## src/rtl/hwb_pkg.sv

```systemverilog
package hwb_pkg;
    typedef enum logic [2:0] {
        ST_IDLE,
        ST_WLO,
        ST_WHI,
        ST_RLO,
        ST_RHI
    } hwb_state_e;
endpackage

```

## src/rtl/hwb_lane_map.sv

```systemverilog
module hwb_lane_map #(
    parameter int HW = 16
) (
    input  logic            mode32,
    input  logic [2*HW-1:0] swap_cfg,
    input  logic            addr_b1,
    output logic            hi_sel
);
    logic swap_on;

    // swap only on an exact all-ones setting, and only on the narrow bus
    assign swap_on = (&swap_cfg) & ~mode32;
    assign hi_sel  = addr_b1 ^ swap_on;
endmodule

```

## src/rtl/hwb_pair_fsm.sv

```systemverilog
module hwb_pair_fsm
    import hwb_pkg::*;
#(
    parameter int DAW = 6
) (
    input  logic           clk,
    input  logic           rst_n,
    input  logic           mode32,
    input  logic           wr,
    input  logic           rd,
    input  logic           hi_sel,
    input  logic [DAW-1:0] dw_addr,
    output logic           core_wr,
    output logic           core_pop,
    output logic           ld_lo,
    output logic           ld_hi,
    output logic           ld_hold,
    output logic           use_hold
);
    hwb_state_e     st_q, st_d;
    logic [DAW-1:0] pend_q;
    logic           ld_pend;
    logic           same_dw;

    assign same_dw = (dw_addr == pend_q);

    always_ff @(posedge clk or negedge rst_n) begin
        if (!rst_n) begin
            st_q   <= ST_IDLE;
            pend_q <= '0;
        end else begin
            st_q <= st_d;
            if (ld_pend) pend_q <= dw_addr;
        end
    end

    always_comb begin
        st_d     = st_q;
        core_wr  = 1'b0;
        core_pop = 1'b0;
        ld_lo    = 1'b0;
        ld_hi    = 1'b0;
        ld_hold  = 1'b0;
        use_hold = 1'b0;
        ld_pend  = 1'b0;
        if (mode32) begin
            core_wr  = wr;
            core_pop = rd & ~wr;
            st_d     = ST_IDLE;
        end else begin
            unique case (st_q)
                ST_IDLE: begin
                    if (wr) begin
                        ld_lo = ~hi_sel; ld_hi = hi_sel; ld_pend = 1'b1;
                        st_d  = hi_sel ? ST_WHI : ST_WLO;
                    end else if (rd) begin
                        core_pop = 1'b1; ld_hold = 1'b1; ld_pend = 1'b1;
                        st_d     = hi_sel ? ST_RHI : ST_RLO;
                    end
                end
                ST_WLO, ST_WHI: begin
                    if (wr && same_dw) begin
                        // complete when the other half arrives, drop on repeat
                        core_wr = (st_q == ST_WLO) ? hi_sel : ~hi_sel;
                        st_d    = ST_IDLE;
                    end else if (wr) begin
                        ld_lo = ~hi_sel; ld_hi = hi_sel; ld_pend = 1'b1;
                        st_d  = hi_sel ? ST_WHI : ST_WLO;
                    end else if (rd) begin
                        core_pop = 1'b1; ld_hold = 1'b1; ld_pend = 1'b1;
                        st_d     = hi_sel ? ST_RHI : ST_RLO;
                    end
                end
                ST_RLO, ST_RHI: begin
                    if (rd && !wr && same_dw) begin
                        // second half or repeat: never pops, always closes
                        use_hold = 1'b1;
                        st_d     = ST_IDLE;
                    end else if (wr) begin
                        ld_lo = ~hi_sel; ld_hi = hi_sel; ld_pend = 1'b1;
                        st_d  = hi_sel ? ST_WHI : ST_WLO;
                    end else if (rd) begin
                        core_pop = 1'b1; ld_hold = 1'b1; ld_pend = 1'b1;
                        st_d     = hi_sel ? ST_RHI : ST_RLO;
                    end
                end
                default: st_d = ST_IDLE;
            endcase
        end
    end

    AST_WR_NEEDS_PAIR: assert property (@(posedge clk) disable iff (!rst_n)
        (core_wr && !mode32) |-> (st_q == ST_WLO || st_q == ST_WHI));
    AST_WR_SAME_DWORD: assert property (@(posedge clk) disable iff (!rst_n)
        (core_wr && !mode32) |-> (dw_addr == pend_q));
    AST_REPEAT_NO_WR: assert property (@(posedge clk) disable iff (!rst_n)
        (!mode32 && wr && same_dw && st_q == ST_WLO && !hi_sel) |-> !core_wr);
    AST_SECOND_NO_POP: assert property (@(posedge clk) disable iff (!rst_n)
        (!mode32 && rd && !wr && same_dw && (st_q == ST_RLO || st_q == ST_RHI)) |-> !core_pop);
    AST_PAIR_CLOSED: assert property (@(posedge clk) disable iff (!rst_n)
        (core_wr && !mode32) |=> (st_q == ST_IDLE));
endmodule

```

## src/rtl/hwb_data.sv

```systemverilog
module hwb_data #(
    parameter int HW = 16
) (
    input  logic            clk,
    input  logic            rst_n,
    input  logic            mode32,
    input  logic            rd,
    input  logic            hi_sel,
    input  logic            ld_lo,
    input  logic            ld_hi,
    input  logic            ld_hold,
    input  logic            use_hold,
    input  logic [2*HW-1:0] host_wdata,
    input  logic [2*HW-1:0] core_rdata,
    output logic [2*HW-1:0] core_wdata,
    output logic [2*HW-1:0] host_rdata
);
    localparam int DW = 2 * HW;

    logic [DW-1:0] hold_q;
    logic [DW-1:0] src;
    logic [HW-1:0] half_out;

    for (genvar h = 0; h < 2; h++) begin : g_half
        logic [HW-1:0] wbuf_q;
        logic          ld_this;
        logic          cur_this;

        assign ld_this  = (h == 1) ? ld_hi : ld_lo;
        assign cur_this = (h == 1) ? hi_sel : ~hi_sel;

        always_ff @(posedge clk or negedge rst_n) begin
            if (!rst_n)       wbuf_q <= '0;
            else if (ld_this) wbuf_q <= host_wdata[HW-1:0];
        end

        // the arriving half comes from the bus, the other from the buffer
        assign core_wdata[h*HW +: HW] = mode32   ? host_wdata[h*HW +: HW] :
                                        cur_this ? host_wdata[HW-1:0]     : wbuf_q;
    end

    always_ff @(posedge clk or negedge rst_n) begin
        if (!rst_n)       hold_q <= '0;
        else if (ld_hold) hold_q <= core_rdata;
    end

    assign src      = use_hold ? hold_q : core_rdata;
    assign half_out = hi_sel ? src[DW-1:HW] : src[HW-1:0];

    always_comb begin
        if (!rd)         host_rdata = '0;
        else if (mode32) host_rdata = core_rdata;
        else             host_rdata = {{HW{1'b0}}, half_out};
    end
endmodule

```

## src/rtl/hword_bridge.sv

```systemverilog
module hword_bridge #(
    parameter int AW = 8,
    parameter int HW = 16
) (
    input  logic              clk,
    input  logic              rst_n,
    input  logic              mode32,
    input  logic [2*HW-1:0]   swap_cfg,
    input  logic [AW-1:1]     host_addr,
    input  logic              host_wr,
    input  logic              host_rd,
    input  logic [2*HW-1:0]   host_wdata,
    output logic [2*HW-1:0]   host_rdata,
    output logic              host_oe_lo,
    output logic              host_oe_hi,
    output logic [AW-3:0]     core_addr,
    output logic              core_wr,
    output logic [2*HW-1:0]   core_wdata,
    output logic              core_rd_pop,
    input  logic [2*HW-1:0]   core_rdata
);
    localparam int DW  = 2 * HW;
    localparam int DAW = AW - 2;

    logic hi_sel;
    logic ld_lo, ld_hi, ld_hold, use_hold;

    assign core_addr  = host_addr[AW-1:2];
    assign host_oe_lo = host_rd;
    assign host_oe_hi = host_rd & mode32;

    hwb_lane_map #(.HW(HW)) u_map (
        .mode32  (mode32),
        .swap_cfg(swap_cfg),
        .addr_b1 (host_addr[1]),
        .hi_sel  (hi_sel)
    );

    hwb_pair_fsm #(.DAW(DAW)) u_fsm (
        .clk     (clk),
        .rst_n   (rst_n),
        .mode32  (mode32),
        .wr      (host_wr),
        .rd      (host_rd),
        .hi_sel  (hi_sel),
        .dw_addr (core_addr),
        .core_wr (core_wr),
        .core_pop(core_rd_pop),
        .ld_lo   (ld_lo),
        .ld_hi   (ld_hi),
        .ld_hold (ld_hold),
        .use_hold(use_hold)
    );

    hwb_data #(.HW(HW)) u_data (
        .clk       (clk),
        .rst_n     (rst_n),
        .mode32    (mode32),
        .rd        (host_rd),
        .hi_sel    (hi_sel),
        .ld_lo     (ld_lo),
        .ld_hi     (ld_hi),
        .ld_hold   (ld_hold),
        .use_hold  (use_hold),
        .host_wdata(host_wdata),
        .core_rdata(core_rdata),
        .core_wdata(core_wdata),
        .host_rdata(host_rdata)
    );

    AST_UPPER_QUIET: assert property (@(posedge clk) disable iff (!rst_n)
        !mode32 |-> (host_rdata[DW-1:HW] == '0 && !host_oe_hi));
    AST_WR_POP_EXCL: assert property (@(posedge clk) disable iff (!rst_n)
        !(core_wr && core_rd_pop));
    AST_WIDE_DIRECT: assert property (@(posedge clk) disable iff (!rst_n)
        (mode32 && core_wr) |-> (core_wdata == host_wdata));
endmodule

```

## config.mk

```make
export PLATFORM = sky130hd
export DESIGN_NAME = hword_bridge
export DESIGN_NICKNAME = d
export VERILOG_FILES = /design/src/rtl/hwb_pkg.sv /design/src/rtl/hwb_lane_map.sv /design/src/rtl/hwb_pair_fsm.sv /design/src/rtl/hwb_data.sv /design/src/rtl/hword_bridge.sv
export SDC_FILE = /design/constraint.sdc
export NUM_CORES = 1
export LEC_CHECK = 0
export BUFFER_PORTS_ARGS = -buffer_cell sky130_fd_sc_hd__buf_2
export CAP_MARGIN = 20
export CORE_MARGIN = 2
export CORE_UTILIZATION = 44
export DETAILED_ROUTE_END_ITERATION = 16
export GPL_ROUTABILITY_DRIVEN = 1
export PLACE_DENSITY_LB_ADDON = 0.1
export SLEW_MARGIN = 20
export SYNTH_ARGS = -nofsm -noshare
export SYNTH_HDL_FRONTEND = slang
export SYNTH_SLANG_ARGS = --single-unit
```

## constraint.sdc

```tcl
create_clock -name clk -period 2.3 [get_ports clk]
set_clock_uncertainty 0.2 [all_clocks]
set_input_delay 0.115 -clock clk [delete_from_list [all_inputs] [get_ports clk]]
set_output_delay 0.115 -clock clk [all_outputs]
set_load 0.03 [all_outputs]
```

* Word-level counts from Yosys, hierarchy flattened
Index checks and enable logic that the tools add are counted.
** Cells by class
- Bitwise gates (word level) :: 7
- Muxes and demuxes :: 45
- Reductions and logical operators :: 8
- Eq/ne operators :: 5
** Operators with widths (number)
- $mux 32 :: 3
- $mux 16 :: 5
- $reduce_and 32->1 :: 1
- $mux 1 :: 25
- $mux 3 :: 6
- $pmux 1 s3 :: 4
- $pmux 3 s3 :: 1
- $eq 3x2->1 const B :: 2
- $eq 6x6->1 :: 1
- $reduce_or 2->1 :: 2
- $and 1x1->1 :: 3
- $eq 3x1->1 const B :: 1
- $eq 3x3->1 const B :: 1
- $logic_and 1x1->1 :: 3
- $logic_not 3->1 :: 1
- $not 1->1 :: 3
- $mux 2 :: 1
- $logic_not 1->1 :: 1
- $xor 1x1->1 :: 1
** Word-level totals
- Bits of input ports :: 108
- Logic and storage cells :: 70
- Register bits after elaboration :: 73
- Output and inout bits :: 74

* Longest topological paths before layout
Gate-level depths: netlist of the first run.
- Depth after elaboration :: 10
- Depth in mapped cells :: 9
- Mapped depth without buffers :: 6

* Hierarchy
From an unflattened synthesis of the first run, not the netlist that was laid out.
** Unflattened totals
- Cell total of the unflattened synthesis :: 426
- Area, all modules :: 4351.7 um^2
** By module, submodules not included
- hwb_data :: cells an instance 342, area each 3547.2 um^2, seq. area each 1601.5 um^2, times used 1
- hwb_pair_fsm :: cells an instance 63, area each 635.6 um^2, seq. area each 225.2 um^2, times used 1
- hwb_lane_map :: cells an instance 13, area each 110.1 um^2, seq. area each 0.0 um^2, times used 1
- hword_bridge :: cells an instance 8, area each 58.8 um^2, seq. area each 0.0 um^2, times used 1

* Worst setup path before layout of the first run
Ideal clock, no wire load.
- Kind :: input to output
- Start point :: input mode32
- End point :: output core_wdata[16]
- Cell stages on the path :: 9
- Slack :: -300 ps
- Data arrival time :: 2285 ps
- Path buffers :: 3
- Path through :: buf_6 -> nand4b_1 -> nor4_1 -> nand3_1 -> xor2_1 -> buf_6 -> buf_2 -> mux2i_1 -> o21ai_0
** On the way
- Word-level cells in the longest chain between the ends :: 5
** Ends and longest elaborated chain
- start, declared :: line hword_bridge.sv:7 : input logic mode32,
- $not 1->1 :: line hwb_lane_map.sv:12 : assign swap_on = (&swap_cfg) & ~mode32;
- $and 1x1->1 :: line hwb_lane_map.sv:12
- $xor 1x1->1 :: line hwb_lane_map.sv:13 : assign hi_sel = addr_b1 ^ swap_on;
- $mux 16 :: line hwb_data.sv:39 : cur_this ? host_wdata[HW-1:0] : wbuf_q;
- $mux 16 (*) :: line hwb_data.sv:38 : assign core_wdata[h*HW +: HW] = mode32 ? host_wdata[h*HW +: HW] :
- end, declared :: line hword_bridge.sv:18 : output logic [2*HW-1:0] core_wdata,
Every way passes the cells marked *; elsewhere a longest branch is shown, timed or not.

* Worst setup path in the final report of the first run
- Start point :: register u_fsm.pend_q[5]
- End point :: output host_rdata[10]
** On the way
- Word-level cells in the longest chain between the ends :: 9
** Ends and longest elaborated chain
- start, declared :: line hwb_pair_fsm.sv:21 : logic [DAW-1:0] pend_q;
- start signal, assigned :: line hwb_pair_fsm.sv:33 : if (ld_pend) pend_q <= dw_addr;
- $eq 6x6->1 :: line hwb_pair_fsm.sv:25 : assign same_dw = (dw_addr == pend_q);
- $logic_and 1x1->1 :: line hwb_pair_fsm.sv:75 : if (rd && !wr && same_dw) begin
- $mux 1 :: line hwb_pair_fsm.sv:75
- $mux 1 :: line hwb_pair_fsm.sv:51 : unique case (st_q)
- $mux 1 :: line hwb_pair_fsm.sv:46 : if (mode32) begin
- $mux 32 :: line hwb_data.sv:47 : assign src = use_hold ? hold_q : core_rdata;
- $mux 16 :: line hwb_data.sv:48 : assign half_out = hi_sel ? src[DW-1:HW] : src[HW-1:0];
- $mux 32 :: line hwb_data.sv:52 : else if (mode32) host_rdata = core_rdata;
- $mux 32 :: line hwb_data.sv:51 : if (!rd) host_rdata = '0;
- end, declared :: line hword_bridge.sv:13 : output logic [2*HW-1:0] host_rdata,
No other way between the ends.

==> summary.txt, run 1 <==
Clock tree
  – H-tree lvl count: 3
  – CTS tree: done
  – Root buf cell: clkbuf_8
  – CTS clock-pin slew for the worst setup and hold paths: 0.09 ns
  – Clock Sinks: 73
  – Clock Latency Late Sink: 0.34 ns
  – CTS Buf Count: 9
  – CTS Buffer Depth: 2

Logic synthesis
  – Synth cell types: 36
  – Synth Cell Area: 4292 µm²
  – Yosys top cell area share: 42.57%
  – Most used DFF post-synth: dfrtp_1
  – Post-Syn Nets: 460
  – Synthesized flop and latch total: 73
  – YS warnings: 0
  – Post-synth EDFFs: 0
  – Synth area leader: dfrtp_1
  – Async set or reset register ratio after synthesis: 100.0%
  – Syn Area/Cell: 12.19 µm²
  – Top cells by area, synth: dfrtp_1 43%, mux2_2 23%, mux4_2 7.9%
  – Sequential area share after synthesis: 42.57%
  – Count leader, synth: mux2_2
  – Most common library cells after synthesis: 87 x mux2_2, 73 x dfrtp_1, 24 x nand2_1, 21 x o21ai_0, 18 x and3_1
  – Cells after Synth: 352

Setup path
  – Crit path max fanout: 9
  – Arrival time of the worst setup path: 2.45 ns
  – Startpoint Class: flop
  – WP data required: 1.99 ns
  – Worst setup path class: flop to output pin
  – Critical Path Sink Type: output pin

STA
  – Period Utilization, post-route: 120.3%
  – Fin crit period: 2.767 ns
  – RSZ-0062 raised after global routing: true
  – Rel. slew slack: 38.06%
  – Worst-Margin Slew: 0.9291 ns
  – Setup TNS: -9.106 ns
  – Hold Vio Cnt, Final: 0
  – Final setup fails: 51
  – Max-slew violations: 0
  – Fmax: 361.4 MHz
  – Hold Slack: 0.1993 ns
  – Post-route setup slack: -0.4671 ns

GRT
  – Pin count of the biggest net entering global routing: 74
  – First-pass GRT wire length: 18.87 mm
  – Initial antenna violation count: 0
  – Vias in the first global route: 3769
  – GRT overflow: 0
  – All-layer global routing usage: 23.17%

Cells and area
  – Area of the multi-input gates: 2683 µm²
  – FF/Latch Area: 1828 µm²
  – Layout fillers: 685
  – Layout cells sized above 1: 60.33%
  – Antenna diodes: 0
  – Area Overhead vs Synth: 64.90%
  – Final Util: 73.42%
  – Final Instance Area: 7077 µm²
  – Nets: 713
  – Final Non-Filler Cells: 743

Placement
  – Routability Congestion: 0.8114
  – Port bufs: 181
  – Total placed cells including tap cells: 653
  – Cell Area, Placed: 5470 µm²
  – HPWL Detailed: 7.079 mm
  – Pre-CTS setup slack: -0.6713 ns

Pwr
  – P_sw: 1.248 mW
  – Seq pwr share: 40.8%
  – Switching Share: 30.69%
  – Total power draw: 4.065 mW
  – Pwr/cell area: 574.4 nW/µm²
  – Comb pwr share: 34.7%
  – Leak: 3.460 nW
  – Clock Power Share: 24.5%
  – Maximum VDD drop: 0.3528 mV
  – Pint: 2.818 mW

Die
  – Die Footprint: 10560 µm²
  – # rows: 36
  – Initial core utilization: 44.52%
  – Die width: 102.8 µm
  – Die height: 102.8 µm
  – I/O Pins: 182
  – Core box area: 9639 µm²

Worst hold path
  – Hold Path Class: input pin to flop

Detailed routing
  – Drt wl/cell: 16.79 µm
  – Vias per cell: 5.137
  – Via count: 3817
  – Remaining antenna violation count: 0
  – DRC Markers: 0
  – DRT iter0 DRCs: 116
  – DRT Wirelength: 12.47 mm
  – Drt pass-1 iters: 4

Status
  – Failing checks: setup timing
  – Status: complete, but fails checks

Run
  – Max-Cap Viols: 0
final timing paths:
| check | to | cells after the start | startpoint | slack [ns] |
|---|---|---|---|---|
| max | host_rdata[10] | 8 | u_fsm.pend_q[5] | -0.47 |
| min | u_fsm.st_q[0] | 4 | host_rd | 0.20 |
| max reg2reg | u_data.hold_q[14] | 10 | u_fsm.pend_q[5] | -0.07 |
| min reg2reg | u_data.hold_q[29] | 1 | u_data.hold_q[29] | 0.31 |
| max in group asynchronous | u_fsm.st_q[1] | 2 | rst_n | 0.98 |
| min in group asynchronous | u_data.hold_q[17] | 2 | rst_n | 0.26 |
kinds of logic (layout without fill, tap and decap cells):
logic type      count (synthesis)  after routing  synth area share (%)
compound gates                 48             48                 7.405
flops                          73             73                 42.57
simple gates                   68             68                 8.426
xor+xnor                        9             10                 1.837
buf+inv                        35            292                 4.723
mux                           119            119                 35.04
state kept, by name, summed over array words and instances (netlist names):
signal / flops
u_data.g_half.wbuf_q: 32
u_fsm.st_q: 3
u_fsm.pend_q: 6
u_data.hold_q: 32
power by group through the flow:
stage | clock [mW] | combinational, mW | sequential, mW
floorplan | 0 | 0.755 | 1.62
global placement | 0 | 1.04 | 1.65
detailed placement | 0 | 1.06 | 1.66
CTS | 1.01 | 1.33 | 1.64
global route | 1.08 | 1.50 | 1.69
finish | 0.996 | 1.41 | 1.66
metal layers:
metal	routed length, µm	vias to the layer above	part of all wire [%]	track usage [%]
met5	0	-	0	0
li1	-	1807	-	-
met4	218	0	1.7	6.478
met1	5436	1863	44	29.58
met2	6267	129	50	40.77
met3	551	18	4.4	4.000
worst max-delay path: stages, from the launching register on:
cell and delay (ns):
dfrtp_1 0.40, xnor2_1 0.16, nand4_1 0.18, nor2_2 0.15
and3_4 0.20, buf_12 0.13, mux4_2 0.50, a22o_2 0.25
buf_6 0.14
final cells by class:
class                   instances  area share [%]
clock buffers                  10           1.803
clock inverters                 6          0.9724
inverters                       1         0.05304
multi-input cells             245           37.91
flip-flops and latches         73           25.83
well taps                     133           2.351
repair buffers                275           31.08
cells in the final DEF, fill, tap and decap left out, types with 2 or more instances in the layout:
cell,count
o21ai_0,3
nor2_1,4
buf_6,36
buf_12,11
and3_1,17
mux2i_2,2
clkbuf_8,9
clkinv_4,3
xor2_4,2
o21ai_1,17
mux4_2,15
buf_4,24
dlygate4sd3_1,56
nand2_1,24
mux2_2,31
a22o_1,6
nand2b_1,4
mux2_4,56
xnor2_1,7
a21oi_2,2
nand3_2,2
mux2i_1,13
nand4_1,7
a22o_4,9
nor4_2,2
clkbuf_16,3
o21ai_2,3
buf_2,143
dfrtp_1,72
what timing repair did:
action / in CTS / in global routing
setup endpoints to repair: 82 / 120
endpoints found under the hold margin: 144 / 1
pin swaps: 12 / 8
resized for setup: 116 / 57
gates cloned: 4 / 3
buffers inserted: 14 / 4
hold buffers: 55 / 1
Note: power is estimated with default switching activity, not from simulation.
==> inputs of run 2 (changes only) <==
CELL_PAD_IN_SITES_DETAIL_PLACEMENT = 1   (was default)
CELL_PAD_IN_SITES_GLOBAL_PLACEMENT = 2   (was default)
CORE_UTILIZATION = 27   (was 44)
HOLD_SLACK_MARGIN = 0.05   (was default)
==> run 2 against run 1 <==
Compared with the run above: the run still ends with setup timing left; sequential power barely moved; global-route usage fell by 6.9 points; worst setup slack improved by 0.0025 ns; hold slack got worse by 0.10 ns; combinational power rose by 4%; highest routed layer unchanged; critical path type unchanged; clock power rose by 57%; core utilization fell by 26 points; non-clock buffer count rose by 3; die area rose by 60%; count of clock-buffer cells in the layout rose by 3.
==> summary.txt, run 2 (synthesis gave the netlist of run 1 again) <==
Clock tree
  – H-tree lvl count: 3
  – CTS clock-pin slew for the worst setup and hold paths: 0.05 ns
  – Clock Latency Late Sink: 0.33 ns
  – CTS tree: done
  – Root buf cell: clkbuf_16
  – CTS Buf Count: 9
  – Clock Sinks: 73
  – CTS Buffer Depth: 2

Setup path
  – CP max stage cell: mux4_2
  – Arrival time of the worst setup path: 2.45 ns
  – Largest delay contributor family on the critical path: simple AND/OR/NAND/NOR gates
  – WP data required: 1.99 ns
  – Worst setup path class: flop to output pin
  – Worst path cell trace: xnor2_1 -> nand4_1 -> nor2_2 -> and3_4 -> buf_12 -> mux4_2 -> a22o_2 -> buf_6
  – Startpoint Class: flop
  – Critical Path Sink Type: output pin
  – Crit path max fanout: 10
  – WP buf/inv: 2
  – Max incr delay on CP: 0.50 ns

Detailed routing
  – DR top layer: met4
  – Met2 WL: 7.275 mm
  – Via count: 3880
  – Drt pass-1 iters: 4
  – Vias per cell: 4.692
  – WL met1: 6.449 mm
  – Remaining antenna violation count: 0
  – DRC Markers: 0
  – Met3 wire len: 544 µm
  – DRT iter0 DRCs: 111
  – DRT Wirelength: 14.48 mm
  – Drt wl/cell: 17.51 µm

Die
  – Initial core utilization: 27.31%
  – Die width: 130.1 µm
  – Core box area: 15710 µm²
  – I/O Pins: 182
  – Die height: 130.1 µm
  – Die Footprint: 16920 µm²
  – # rows: 46

Worst hold path
  – Hold Path Class: input pin to async pin

STA
  – Post-route setup slack: -0.4646 ns
  – Hold Vio Cnt, Final: 0
  – Max-slew violations: 0
  – Final setup fails: 35
  – RSZ-0062 raised after global routing: true
  – Period Utilization, post-route: 120.2%
  – Fin crit period: 2.765 ns
  – Fmax: 361.7 MHz
  – Hold Slack: 0.09844 ns
  – Rel. slew slack: 56.71%
  – Worst-Margin Slew: 0.6480 ns

Cells and area
  – Biggest regs: u_data.g_half.wbuf_q: 32 flops, u_data.hold_q: 32 flops, u_fsm.pend_q: 6 flops
  – Commonest non-fill, non-tap cell in the layout: buf_2
  – Layout fillers: 1670
  – Layout cells sized above 1: 60.72%
  – Nets: 715
  – Antenna diodes: 0
  – Final Non-Filler Cells: 827
  – Area Overhead vs Synth: 72.83%
  – Most frequent cells in the layout: 129 x buf_2, 73 x dfrtp_1, 56 x mux2_4, 56 x dlygate4sd3_1, 38 x buf_6

GRT
  – Pin count of the biggest net entering global routing: 55
  – All-layer global routing usage: 16.28%
  – First-pass GRT wire length: 21.15 mm
  – Vias in the first global route: 4085
  – Initial antenna violation count: 0
  – GRT overflow: 0

Pwr
  – Leak: 3.552 nW
  – Seq pwr share: 35.5%
  – P_sw: 1.311 mW
  – Pwr/cell area: 632.9 nW/µm²
  – Comb pwr share: 31.2%
  – Clock Power Share: 33.3%
  – Switching Share: 27.93%
  – Pint: 3.383 mW
  – Maximum VDD drop: 0.2874 mV

Run
  – Max-Cap Viols: 0

Placement
  – Routability Congestion: 0.7283
  – HPWL Detailed: 9.105 mm
  – Total placed cells including tap cells: 741
  – Pre-CTS setup slack: -0.7870 ns
  – Port bufs: 181

Status
  – Failing checks: setup timing
  – Status: complete, but fails checks
run 2: cell count changes in the layout (fill, tap and decap cells not counted), moves of 2 or more:
cell       delta
a21oi_1       +2
buf_2        -14
buf_4        +13
buf_6         +2
clkbuf_16    +11
clkbuf_8      -6
clkinv_4      -3
mux2i_1       -3
mux2i_4       +2
run 2: layer usage:
metal / track usage [%] / up-vias
li1: - / 1815
met1: 20.51 / 1946
met2: 28.21 / 106
met3: 2.706 / 13
met4: 5.882 / 0
met5: 0 / -
run 2: path summary, 6_finish.rpt:
check / start / to / slack, ns / depth (start not counted)
max: u_fsm.pend_q[5] / host_rdata[10] / -0.46 / 8
min in group clk: host_rd / u_fsm.st_q[2] / 0.19 / 4
min: rst_n / u_data.hold_q[10] / 0.1 / 2
min reg2reg: u_data.hold_q[26] / u_data.hold_q[26] / 0.30 / 1
max reg2reg: u_fsm.pend_q[5] / u_data.hold_q[18] / 0.06 / 9
max in group asynchronous: rst_n / u_fsm.pend_q[2] / 1.21 / 3
run 2: area by class of cell:
cell class	instances	area [µm²]	area share, %
timing repair buffer	278	2292	30.90
clock buffer	13	270.3	3.644
inverter	1	3.754	0.05061
tap	216	270.3	3.644
clock inverter	2	60.06	0.8097
sequential	73	1827	24.63
multi-input combinational	244	2694	36.32
run 2: worst register-to-register path, cell delays in order, from the launching register on:
cell	delay (ns)
dfrtp_1	0.38
xnor2_1	0.16
nand4_1	0.20
buf_4	0.20
o21bai_4	0.10
a21oi_2	0.08
o21ai_4	0.16
buf_6	0.16
clkbuf_16	0.17
mux2_4	0.30
run 2: timing repair:
item,in CTS,in global routing
endpoints found under the hold margin,145,0
pin swaps,12,10
cloned,1,6
hold buffers,56,0
endpoints found under the setup margin,84,98
resized for setup,89,96
buffers inserted,7,4
run 2: power groups by stage:
| stage | registers, mW | clock network (mW) | logic (mW) |
|---|---|---|---|
| final | 1.67 | 1.56 | 1.46 |
| after global routing | 1.69 | 1.68 | 1.57 |
| after floorplan | 1.62 | 0 | 0.755 |
| after detailed placement | 1.66 | 0 | 1.11 |
| after global placement | 1.65 | 0 | 1.09 |
| after CTS | 1.65 | 1.61 | 1.32 |
run 2: through the flow:
| stage | cell area, µm² | TNS [ns] | power, mW | utilization (%) |
|---|---|---|---|---|
| 3_3_place_gp | 5669 | -43.48 | 2.742 | 36.08 |
| 5_1_grt | 7417 | -13.29 | 4.943 | 47.21 |
| 6_report | 7417 | -6.969 | 4.694 | 47.21 |
| 4_1_cts | 6982 | -8.718 | 4.575 | 44.43 |
| 3_5_place_dp | 5669 | -44.46 | 2.775 | 36.08 |
| 2_1_floorplan | 4384 | 0 | 2.377 | - |
==> inputs of run 3 (changes only) <==
ABC_AREA = 1   (was default)
CORE_UTILIZATION = 23   (was 27)
==> run 3 against run 2 <==
Compared with the run above: the flow still finishes with violations (setup timing); sequential power up 6%; die area is 30% higher; first-iteration DRC count grew to 2.7 times the previous value; critical path depth increased by 5.
==> summary.txt, run 3 <==
GRT
  – GRT overflow: 0
  – First-pass GRT wire length: 33.22 mm
  – All-layer global routing usage: 19.31%
  – Pin count of the biggest net entering global routing: 65
  – Initial antenna violation count: 0
  – Vias in the first global route: 5979

Die
  – # rows: 52
  – Die Footprint: 22040 µm²
  – I/O Pins: 182
  – Core box area: 20360 µm²
  – Die height: 148.5 µm
  – Die width: 148.5 µm
  – Initial core utilization: 23.57%

Setup path
  – Critical Path Sink Type: output pin
  – Worst r2r dst: u_data.g_half[0].wbuf_q[13]
  – CP max stage cell: dfrtp_1
  – R2r setup slk: 0.14 ns
  – Max incr delay on CP: 0.39 ns
  – WP buf/inv: 3
  – Worst setup path class: flop to output pin
  – Largest delay contributor family on the critical path: simple AND/OR/NAND/NOR gates
  – Crit path max fanout: 8
  – RR Startpoint: u_fsm.pend_q[1]
  – WP data required: 1.99 ns
  – Startpoint Class: flop
  – Arrival time of the worst setup path: 2.13 ns
  – R2R cell count: 12
  – Worst path cell trace: nand2_1 -> nand2_1 -> nor2_2 -> nand3_2 -> nor2_4 -> buf_6 -> nand2_8 -> buf_16 -> nand2_4 -> nand3_2 -> nand3_2 -> nand2_4 -> buf_6
  – Crit path top cell by count: nand3_2

Clock tree
  – Clock Latency Late Sink: 0.34 ns
  – CTS Buf Count: 9
  – CTS clock-pin slew for the worst setup and hold paths: 0.06 ns
  – CTS tree: done
  – H-tree lvl count: 3
  – CTS Buffer Depth: 2
  – Root buf cell: clkbuf_16
  – Clock Sinks: 73

Logic synthesis
  – Most used DFF post-synth: dfrtp_1
  – YS warnings: 0
  – Synthesized flop and latch total: 73
  – Sequential area share after synthesis: 38.05%
  – Synth Cell Area: 4801 µm²
  – Top cells by area, synth: dfrtp_1 38%, nand2_1 22%, nand3_1 11%
  – Yosys top cell area share: 38.05%
  – Count leader, synth: nand2_1
  – Post-synth EDFFs: 0
  – Cells after Synth: 745
  – Syn Area/Cell: 6.444 µm²
  – Post-Syn Nets: 853
  – Async set or reset register ratio after synthesis: 100.0%
  – Synth area leader: dfrtp_1
  – Most common library cells after synthesis: 287 x nand2_1, 101 x nand3_1, 73 x dfrtp_1, 59 x nor2_1, 54 x inv_1
  – Synth cell types: 26

Placement
  – Cell Area, Placed: 6056 µm²
  – Routability Congestion: 0.8204
  – Total placed cells including tap cells: 1168
  – Port bufs: 181
  – HPWL Detailed: 14.53 mm

STA
  – RSZ-0062 raised after global routing: true
  – Hold Vio Cnt, Final: 0
  – Fmax: 408.6 MHz
  – Fin crit period: 2.448 ns
  – Rel. slew slack: 59.21%
  – Final setup fails: 17
  – Max-slew violations: 0
  – Post-route setup slack: -0.1476 ns
  – Period Utilization, post-route: 106.4%
  – Setup TNS: -2.100 ns
  – Worst-Margin Slew: 0.6118 ns

Detailed routing
  – Vias per cell: 4.720
  – DRT Wirelength: 21.73 mm
  – Via count: 5952
  – Remaining antenna violation count: 0
  – DRC Markers: 0
  – Drt wl/cell: 17.23 µm
  – DRT iter0 DRCs: 298
  – Drt pass-1 iters: 4

Pwr
  – Leak: 4.011 nW
  – Maximum VDD drop: 0.3049 mV
  – Pwr/cell area: 583.5 nW/µm²

Run
  – Max-Cap Viols: 0

Status
  – Failing checks: setup timing
  – Status: complete, but fails checks

Cells and area
  – Layout cells sized above 1: 37.44%
  – Commonest non-fill, non-tap cell in the layout: nand2_1
  – Biggest regs: u_data.g_half.wbuf_q: 32 flops, u_data.hold_q: 32 flops, u_fsm.pend_q: 6 flops
  – Nets: 1095
  – Final Non-Filler Cells: 1261
  – Area Overhead vs Synth: 66.17%
  – Most frequent cells in the layout: 241 x nand2_1, 163 x buf_2, 72 x dfrtp_1
  – Antenna diodes: 0
  – Final Instance Area: 7978 µm²

Worst hold path
  – Hold Path Sink: u_fsm.st_q[1]
  – Critical hold path startpoint: host_rd
  – Hold Path Class: input pin to flop
  – Worst hold path cell count: 5
run 3: cell types whose count changed after synthesis, sizes merged, moves of 18 or more:
cell,change
nand2,+265
nand3,+103
mux2,-87
inv,+56
nor2,+56
nand4,+37
and3,-18
o21ai,+18
run 3: per-layer routing:
| layer | part of all wire (%) | global-route usage, % | vias to the layer above |
|---|---|---|---|
| met4 | 1.1 | 3.524 | 0 |
| met5 | 0 | 0 | - |
| met1 | 47 | 26.72 | 2870 |
| met2 | 47 | 31.53 | 154 |
| met3 | 4.6 | 3.926 | 13 |
| li1 | - | - | 2915 |
run 3: worst max-delay path by stage:
stage               slack (ns)                     endpoint  cells after the start             from
finish                   -0.15                host_rdata[3]                     13  u_fsm.pend_q[1]
global route             -0.30                host_rdata[6]                     13  u_fsm.pend_q[3]
CTS                      -0.20                host_rdata[2]                     13  u_fsm.pend_q[3]
detailed placement        0.02  u_data.g_half[0].wbuf_q[13]                     12     swap_cfg[30]
global placement          0.03                host_rdata[5]                      9    u_fsm.st_q[1]
floorplan                 0.21               core_wdata[31]                      9     swap_cfg[26]
run 3: repair_timing:
action,in CTS,in global routing
hold buffers,57,0
gates cloned,6,2
gates resized for setup,122,74
pin swaps,38,38
buffers inserted,9,4
endpoints found under the hold margin,111,0
setup endpoints to repair,17,83
run 3: metrics by stage:
stage	hold WS, ns	power, mW	util [%]	setup slack [ns]
floorplan	-0.3806	2.546	-	0.2136
global placement	-0.03444	3.014	29.74	0.02831
detailed placement	-0.02533	3.060	29.74	0.02394
CTS	0.06256	4.622	37.32	-0.2014
global route	0.08604	4.955	39.17	-0.2952
finish	0.08266	4.655	39.17	-0.1476
run 3: report_power, final:
part	internal (mW)	switching [mW]	total (mW)
sequential	1.57	0.193	1.77
combinational	0.586	0.958	1.54
clock	0.757	0.587	1.34
total	2.92	1.74	4.66
run 3: area by class of cell:
| type | instances | area [µm²] |
|---|---|---|
| repair buffers | 281 | 2151 |
| flip-flops and latches | 73 | 1828 |
| multi-input cells | 565 | 3174 |
| clock inverters | 4 | 30.03 |
| clock buffers | 11 | 242.7 |
| well taps | 270 | 337.8 |
| inverters | 57 | 214.0 |
| fillers | 2540 | 12390 |
run 3: cell families (layout without fill, tap and decap cells):
| group | after synthesis | in the layout | synth area share [%] |
|---|---|---|---|
| buf+inv | 109 | 353 | 9.486 |
| compound gates | 60 | 60 | 6.750 |
| simple gates | 503 | 505 | 45.71 |
| flops | 73 | 73 | 38.05 |
run 3: worst min-delay path: cells and delay by family:
family / cells / cell delay [ns]
simple gates: 1 / 0.04
compound gates: 2 / 0.18
buf+inv: 2 / 0.25
